File: config.mk
export PLATFORM = sky130hd
export DESIGN_NAME = swh_host
export DESIGN_NICKNAME = d
export VERILOG_FILES = /design/src/rtl/swh_pkg.sv /design/src/rtl/swh_frame_gen.sv /design/src/rtl/swh_pulse_meter.sv /design/src/rtl/swh_host.sv
export SDC_FILE = /design/constraint.sdc
export NUM_CORES = 1
export LEC_CHECK = 0
export CORE_MARGIN = 8
export CORE_UTILIZATION = 65
export DETAILED_ROUTE_END_ITERATION = 12
export DONT_BUFFER_PORTS = 1
export GPL_TIMING_DRIVEN = 0
export PLACE_DENSITY_LB_ADDON = 0.15
export SETUP_SLACK_MARGIN = 0.02
export SYNTH_ARGS = -nofsm -noshare
export SYNTH_HDL_FRONTEND = slang
export SYNTH_HIERARCHICAL = 1
export SYNTH_SLANG_ARGS = --single-unit
File: constraint.sdc
create_clock -name clk -period 4.95 [get_ports clk]
set_input_delay 1.485 -clock clk [delete_from_list [all_inputs] [get_ports clk]]
set_output_delay 1.485 -clock clk [all_outputs]
set_load 0.1 [all_outputs]
File: src/rtl/swh_pkg.sv
package swh_pkg;
  typedef enum logic [2:0] {
    S_IDLE,
    S_BREAK,
    S_CMD,
    S_WDATA,
    S_RX
  } swh_state_e;
endpackage

File: src/rtl/swh_frame_gen.sv
// Produces one timed low-then-released frame per start strobe: either a data
// bit frame or a break. A start in the cycle where fin is high chains frames
// back to back with no idle cycle between them.
module swh_frame_gen #(
  parameter int BREAK_CLKS  = 9500,
  parameter int BRKREC_CLKS = 2000,
  parameter int LOW1_CLKS   = 2500,
  parameter int LOW0_CLKS   = 7500,
  parameter int CYCLE_CLKS  = 10000
) (
  input  logic clk,
  input  logic rst,
  input  logic start,
  input  logic is_break,
  input  logic bit_val,
  output logic drive_low,
  output logic fin
);
  localparam int BRK_TOTAL = BREAK_CLKS + BRKREC_CLKS;
  localparam int LONGEST   = (BRK_TOTAL > CYCLE_CLKS) ? BRK_TOTAL : CYCLE_CLKS;
  localparam int CW        = $clog2(LONGEST + 1);

  logic          active;
  logic [CW-1:0] cnt;
  logic [CW-1:0] low_len;
  logic [CW-1:0] tot_len;

  always_ff @(posedge clk) begin
    if (rst) begin
      active    <= 1'b0;
      cnt       <= '0;
      low_len   <= '0;
      tot_len   <= '0;
      drive_low <= 1'b0;
    end else if (start) begin
      active    <= 1'b1;
      cnt       <= CW'(1);
      low_len   <= is_break ? CW'(BREAK_CLKS) : (bit_val ? CW'(LOW1_CLKS) : CW'(LOW0_CLKS));
      tot_len   <= is_break ? CW'(BRK_TOTAL) : CW'(CYCLE_CLKS);
      drive_low <= 1'b1;
    end else if (active) begin
      if (cnt == tot_len) begin
        active    <= 1'b0;
        drive_low <= 1'b0;
      end else begin
        cnt       <= cnt + 1'b1;
        drive_low <= (cnt < low_len);
      end
    end
  end

  assign fin = active && (cnt == tot_len);
endmodule

File: src/rtl/swh_pulse_meter.sv
// Synchronises the line, measures the low time of each returned frame and
// flags a silent line after a timeout.
module swh_pulse_meter #(
  parameter int TIMEOUT_CLKS = 25000,
  parameter int THRESH_CLKS  = 5000
) (
  input  logic clk,
  input  logic rst,
  input  logic arm,
  input  logic enable,
  input  logic line_in,
  output logic bit_valid,
  output logic bit_val,
  output logic timeout
);
  localparam int TW = $clog2(TIMEOUT_CLKS + 1);
  localparam int LW = $clog2(THRESH_CLKS + 1);

  logic [2:0]    sync;
  logic          line_s;
  logic          line_d;
  logic          falling;
  logic          measuring;
  logic [TW-1:0] tcnt;
  logic [LW-1:0] lcnt;

  always_ff @(posedge clk) begin
    if (rst) sync <= 3'b111;
    else     sync <= {sync[1:0], line_in};
  end

  assign line_s  = sync[1];
  assign line_d  = sync[2];
  assign falling = line_d & ~line_s;

  assign timeout   = enable & ~measuring & ~falling & (tcnt == TW'(TIMEOUT_CLKS - 1));
  assign bit_valid = enable & measuring & line_s;
  assign bit_val   = (lcnt < LW'(THRESH_CLKS));

  always_ff @(posedge clk) begin
    if (rst || arm) begin
      measuring <= 1'b0;
      tcnt      <= '0;
      lcnt      <= '0;
    end else if (enable) begin
      if (!measuring) begin
        if (falling) begin
          measuring <= 1'b1;
          lcnt      <= LW'(1);
          tcnt      <= '0;
        end else if (!timeout) begin
          tcnt <= tcnt + 1'b1;
        end
      end else if (line_s) begin
        measuring <= 1'b0;
        tcnt      <= '0;
      end else if (lcnt != LW'(THRESH_CLKS)) begin
        lcnt <= lcnt + 1'b1;
      end
    end
  end
endmodule

File: src/rtl/swh_host.sv
module swh_host
  import swh_pkg::*;
#(
  parameter int ADDR_W       = 7,
  parameter int DATA_W       = 8,
  parameter int BREAK_CLKS   = 9500,
  parameter int BRKREC_CLKS  = 2000,
  parameter int LOW1_CLKS    = 2500,
  parameter int LOW0_CLKS    = 7500,
  parameter int CYCLE_CLKS   = 10000,
  parameter int TIMEOUT_CLKS = 25000,
  parameter int THRESH_CLKS  = 5000
) (
  input  logic              clk,
  input  logic              rst,
  input  logic              req_valid,
  input  logic              req_write,
  input  logic [ADDR_W-1:0] req_addr,
  input  logic [DATA_W-1:0] req_wdata,
  input  logic              line_in,
  output logic              drive_low,
  output logic              busy,
  output logic              done,
  output logic              error,
  output logic [DATA_W-1:0] rdata
);
  localparam int CMD_W = ADDR_W + 1;
  localparam int MAXW  = (CMD_W > DATA_W) ? CMD_W : DATA_W;
  localparam int IW    = $clog2(MAXW);
  localparam logic [IW-1:0] LAST_CMD  = IW'(CMD_W - 1);
  localparam logic [IW-1:0] LAST_DATA = IW'(DATA_W - 1);

  swh_state_e        state;
  logic [CMD_W-1:0]  cmd_q;
  logic [CMD_W-1:0]  req_cmd;
  logic [DATA_W-1:0] wdata_q;
  logic [DATA_W-1:0] rx_shift;
  logic [DATA_W-1:0] rx_next;
  logic [IW-1:0]     idx;
  logic [IW-1:0]     idx_nx;
  logic              is_write;
  logic              retried;
  logic              synced;

  logic fg_start, fg_brk, fg_bit, fg_fin;
  logic rx_arm, rx_en, rx_valid, rx_bit, rx_to;

  assign req_cmd = {req_write, req_addr};
  assign idx_nx  = idx + 1'b1;
  assign rx_en   = (state == S_RX);
  assign rx_next = {rx_bit, rx_shift[DATA_W-1:1]};

  // Next-frame request, evaluated in the cycle the current frame ends.
  always_comb begin
    fg_start = 1'b0;
    fg_brk   = 1'b0;
    fg_bit   = 1'b0;
    rx_arm   = 1'b0;
    case (state)
      S_IDLE: begin
        if (req_valid) begin
          fg_start = 1'b1;
          fg_brk   = ~synced;
          fg_bit   = req_cmd[0];
        end
      end
      S_BREAK: begin
        if (fg_fin) begin
          fg_start = 1'b1;
          fg_bit   = cmd_q[0];
        end
      end
      S_CMD: begin
        if (fg_fin) begin
          if (idx == LAST_CMD) begin
            if (is_write) begin
              fg_start = 1'b1;
              fg_bit   = wdata_q[0];
            end else begin
              rx_arm = 1'b1;
            end
          end else begin
            fg_start = 1'b1;
            fg_bit   = cmd_q[idx_nx];
          end
        end
      end
      S_WDATA: begin
        if (fg_fin && idx != LAST_DATA) begin
          fg_start = 1'b1;
          fg_bit   = wdata_q[idx_nx];
        end
      end
      S_RX: begin
        if (!rx_valid && rx_to && !retried) begin
          fg_start = 1'b1;
          fg_brk   = 1'b1;
        end
      end
      default: ;
    endcase
  end

  always_ff @(posedge clk) begin
    if (rst) begin
      state    <= S_IDLE;
      cmd_q    <= '0;
      wdata_q  <= '0;
      rx_shift <= '0;
      idx      <= '0;
      is_write <= 1'b0;
      retried  <= 1'b0;
      synced   <= 1'b0;
      busy     <= 1'b0;
      done     <= 1'b0;
      error    <= 1'b0;
      rdata    <= '0;
    end else begin
      done  <= 1'b0;
      error <= 1'b0;
      case (state)
        S_IDLE: begin
          if (req_valid) begin
            busy     <= 1'b1;
            cmd_q    <= req_cmd;
            wdata_q  <= req_wdata;
            is_write <= req_write;
            retried  <= 1'b0;
            idx      <= '0;
            state    <= synced ? S_CMD : S_BREAK;
          end
        end
        S_BREAK: begin
          if (fg_fin) begin
            synced <= 1'b1;
            idx    <= '0;
            state  <= S_CMD;
          end
        end
        S_CMD: begin
          if (fg_fin) begin
            if (idx == LAST_CMD) begin
              idx   <= '0;
              state <= is_write ? S_WDATA : S_RX;
            end else begin
              idx <= idx_nx;
            end
          end
        end
        S_WDATA: begin
          if (fg_fin) begin
            if (idx == LAST_DATA) begin
              done  <= 1'b1;
              busy  <= 1'b0;
              state <= S_IDLE;
            end else begin
              idx <= idx_nx;
            end
          end
        end
        S_RX: begin
          if (rx_valid) begin
            rx_shift <= rx_next;
            if (idx == LAST_DATA) begin
              rdata <= rx_next;
              done  <= 1'b1;
              busy  <= 1'b0;
              state <= S_IDLE;
            end else begin
              idx <= idx_nx;
            end
          end else if (rx_to) begin
            idx <= '0;
            if (!retried) begin
              retried <= 1'b1;
              state   <= S_BREAK;
            end else begin
              error  <= 1'b1;
              busy   <= 1'b0;
              synced <= 1'b0;
              state  <= S_IDLE;
            end
          end
        end
        default: state <= S_IDLE;
      endcase
    end
  end

  swh_frame_gen #(
    .BREAK_CLKS (BREAK_CLKS),
    .BRKREC_CLKS(BRKREC_CLKS),
    .LOW1_CLKS  (LOW1_CLKS),
    .LOW0_CLKS  (LOW0_CLKS),
    .CYCLE_CLKS (CYCLE_CLKS)
  ) u_frame (
    .clk      (clk),
    .rst      (rst),
    .start    (fg_start),
    .is_break (fg_brk),
    .bit_val  (fg_bit),
    .drive_low(drive_low),
    .fin      (fg_fin)
  );

  swh_pulse_meter #(
    .TIMEOUT_CLKS(TIMEOUT_CLKS),
    .THRESH_CLKS (THRESH_CLKS)
  ) u_meter (
    .clk      (clk),
    .rst      (rst),
    .arm      (rx_arm),
    .enable   (rx_en),
    .line_in  (line_in),
    .bit_valid(rx_valid),
    .bit_val  (rx_bit),
    .timeout  (rx_to)
  );
endmodule

==> impl_metrics.csv <==
group,metric,value,unit
placed_design,post-dp-hpwl,8640,µm
synthesis,synth_largest_area_cell,"dfxtp_1",
synthesis,synth_seq_cells,96,
synthesis,syn_area,0.00517,mm²
timing,rsz0062_at_grt,"false",
clocking,cts_root_buffer,"clkbuf_8",
synthesis,synth_top_area_share,37.2,%
flow_run,maxCapViolations,0,
detailed_routing,drt_iter0_markers,236,
placed_design,port-buffer-count,0,
critical_path,worstPathMaxFanout,10,
final_layout,final_area,0.00548,mm²
placed_design,post_dp_cell_area,0.00530,mm²
synthesis,synth_nets,662,
detailed_routing,drc,0,
placed_design,pre_cts_ws,1.10,ns
clocking,ctsHoldBuffers,0,
global_route,grt_pass1_wl,20200,µm
clocking,clkTransAtPathRegs,0.09,ns
global_route,grt_max_degree,16,
synthesis,synth_area_leaders,"dfxtp_1, nand2_1, a21oi_1, ha_1, nor2_1",
global_route,use_met1,24.7,%
synthesis,syn_area_per_cell,8.29,µm²
final_layout,nets,673,
placed_design,gp_congestion,0.945,
critical_path,worstPathRequired,5.17,ns
timing,finalMaxSlewViolations,0,
critical_path,cp_cell_sequence,"nor4_1, a2bb2oi_2, nor4b_1, nand2b_1, o211ai_1, clkbuf_1, inv_2, nand2_1, clkbuf_1, a21oi_1",
clocking,ctsLongestPathBuffers,2,
clocking,cts_buffers,9,
detailed_routing,vias,4634,
clocking,cts.sinks,96,
final_layout,synthToLayoutAreaGrowth,6.02,%
clocking,clock_latency,0.36,ns
global_route,grt_use_met3,4.12,%
timing,slew_headroom,3.75,%
timing,fin_crit_sh,80.3,%
global_route,grtUsageMet2,37.8,%
clocking,htreeDepth,3,
power,vdd_drop_max,0.000201,V
synthesis,synth_flop_cell,"dfxtp_1",
timing,hold-worst-slack,0.424,ns
detailed_routing,wl,11800,µm
final_layout,drive_above_1_share,10.5,%
synthesis,ys_warn_count,6,
final_layout,antenna-diode-count,0,
critical_path,cpMostUsedCell,"clkbuf_1",
detailed_routing,antenna_left,0,
critical_path,startpoint_type,"register",
global_route,antenna_found_initial,0,
timing,setup_tns,0,ns
floorplan,die_x,105,µm
critical_path,critPathArrivalTime,4.20,ns
global_route,grt.total_usage,21.4,%
final_layout,final_cells,742,
timing,fin_skew,0.0117,ns
power,power_density,305,mW/mm²
global_route,overflow,0,
detailed_routing,avgRoutedWirePerCell,16.0,µm
critical_path,slowest_stage,"nor4b_1",
final_layout,n_fill_cell,612,
timing,setup_viol_count_final,0,
synthesis,synthCells,624,
floorplan,fp.dieH,105,µm
floorplan,design.die.area,0.0111,mm²
floorplan,start_util,66.9,%
timing,fin_crit,3.97,ns
global_route,grt_pass1_vias,4508,
clocking,cts-resized-gates,0,
power,p_leak,1.93,nW
synthesis,synthArstFlopShare,0,%
timing,worst_slew_pin_slew,1.42,ns
critical_path,critPathMaxStageDelay,1.19,ns
global_route,grt.busiest_layer,"met2",
status,outcome,"finished clean",
synthesis,seq_area_frac_synth,37.2,%
floorplan,fp-row-count,32,
timing,finalHoldViolations,0,
detailed_routing,dr.pass1.iters,4,
critical_path,crit_type,"register to register",
synthesis,synth_edf_count,0,
synthesis,synth.distinct_cells,92,
clocking,post-cts-setup-buffers,0,
worst_hold_path,hold_class,"register to register",
clocking,cts_tree,"done",
floorplan,ios,32,
timing,setup_ws,0.975,ns
floorplan,core,0.00773,mm²
placed_design,placed_cells,726,
timing,max_freq,252,MHz
critical_path,end_kind,"register",
detailed_routing,via_per_inst,6.25,
==> flip-flops by register name, summed over array words and instances, names as in the netlist, 6 cells and up <==
| signal | count |
|---|---|
| cmd_q | 8 |
| rdata | 8 |
| rx_shift | 7 |
| u_frame/cnt | 14 |
| u_frame/low_len | 6 |
| u_meter/lcnt | 13 |
| u_meter/tcnt | 15 |
| wdata_q | 8 |
==> power breakdown <==
part / switching, mW / leakage [nW] / internal [mW]
registers: 0.0645 / 0.779 / 0.814
logic: 0.194 / 1.07 / 0.124
clock network: 0.265 / 0.0886 / 0.211
total: 0.523 / 1.93 / 1.15
==> synth_stat cells, drive strengths merged, types with 7 or more instances <==
| master | number |
|---|---|
| o31ai | 7 |
| or2 | 7 |
| or3 | 7 |
| nand3 | 23 |
| nor4 | 12 |
| dfxtp | 96 |
| nand2 | 103 |
| clkbuf | 15 |
| xnor2 | 7 |
| nor3 | 15 |
| a21oi | 74 |
| a211oi | 9 |
| and3 | 11 |
| nor2 | 45 |
| inv | 26 |
| buf | 18 |
| ha | 18 |
| a31oi | 7 |
| nand2b | 8 |
| o21ai | 23 |
==> layer usage <==
metal / part of all wire [%] / up-vias / wire [µm]
met3: 6.5 / 28 / 775
met1: 43 / 2180 / 5080
met4: 2.5 / 0 / 297
li1: - / 2262 / -
met5: 0 / - / 0
met2: 48 / 164 / 5690
==> placed cells by master (no fill, tap or decap), types with 3 or more instances in the layout <==
cell type and instances:
o211ai_1 5, nand3_1 23, a31oi_1 6, buf_4 3
nor4_1 9, nand2b_1 7, or2_2 4, nor2_1 43
and3_1 10, and4_1 3, nand2_1 103, a21oi_1 73
xor2_1 6, a311oi_1 4, mux2i_1 3, or2_1 3
xnor2_1 7, nand4_1 5, clkbuf_1 16, nand3b_1 6
o31ai_1 6, o21ai_1 9, ha_1 18, nor3_1 13
clkbuf_8 11, a211oi_1 8, o21ai_0 13, buf_2 14
dfxtp_1 96, or4_1 3, or3_1 7, inv_1 24
and2_1 3
==> through the flow <==
stage / utilization, % / total power, mW
finish: 71.0 / 1.67
CTS: 71.0 / 1.68
global placement: 68.6 / 1.20
detailed placement: 68.6 / 1.21
global route: 71.0 / 1.76
floorplan: - / 1.14
==> critical path: cells and delay by family (launching register included) <==
kind,cells,cell delay [ns]
AOI/OAI and AO/OA,3,0.53
DFF,1,0.40
buffers and inverters,3,0.84
and+or+nand+nor,4,2.06
==> cell type report <==
cell class	count	area (µm²)	area share (%)
buffer	33	160	2.92
clock buffer	12	155	2.83
multi-input combinational	469	2990	54.6
tap	102	128	2.33
clock inverter	4	28.8	0.525
inverter	26	97.6	1.78
sequential	96	1920	35.0
==> final timing paths <==
| path | from | endpoint | slack (ns) | cells past startpoint |
|---|---|---|---|---|
| worst max-delay path | u_frame/cnt[2]$_SDFFE_PP0P_ | u_frame/cnt[11]$_SDFFE_PP0P_ | 0.98 | 10 |
| worst min-delay path | u_meter/sync[0]$_SDFF_PP1_ | u_meter/sync[1]$_SDFF_PP1_ | 0.42 | 1 |
| worst max register to register | u_frame/cnt[2]$_SDFFE_PP0P_ | u_frame/cnt[11]$_SDFFE_PP0P_ | 0.98 | 10 |
| worst min register to register | u_meter/sync[0]$_SDFF_PP1_ | u_meter/sync[1]$_SDFF_PP1_ | 0.42 | 1 |
==> cell families (layout without fill, tap and decap cells) <==
logic type / Yosys count / count (layout) / share of synthesized area, %
compound gates: 157 / 157 / 20.3
xor+xnor: 13 / 13 / 2.20
fa+ha+maj: 18 / 18 / 4.35
buf+inv: 59 / 75 / 4.98
flops: 96 / 96 / 37.2
mux: 9 / 9 / 2.98
simple gates: 272 / 272 / 28.1
(Power assumes the default switching activity.)
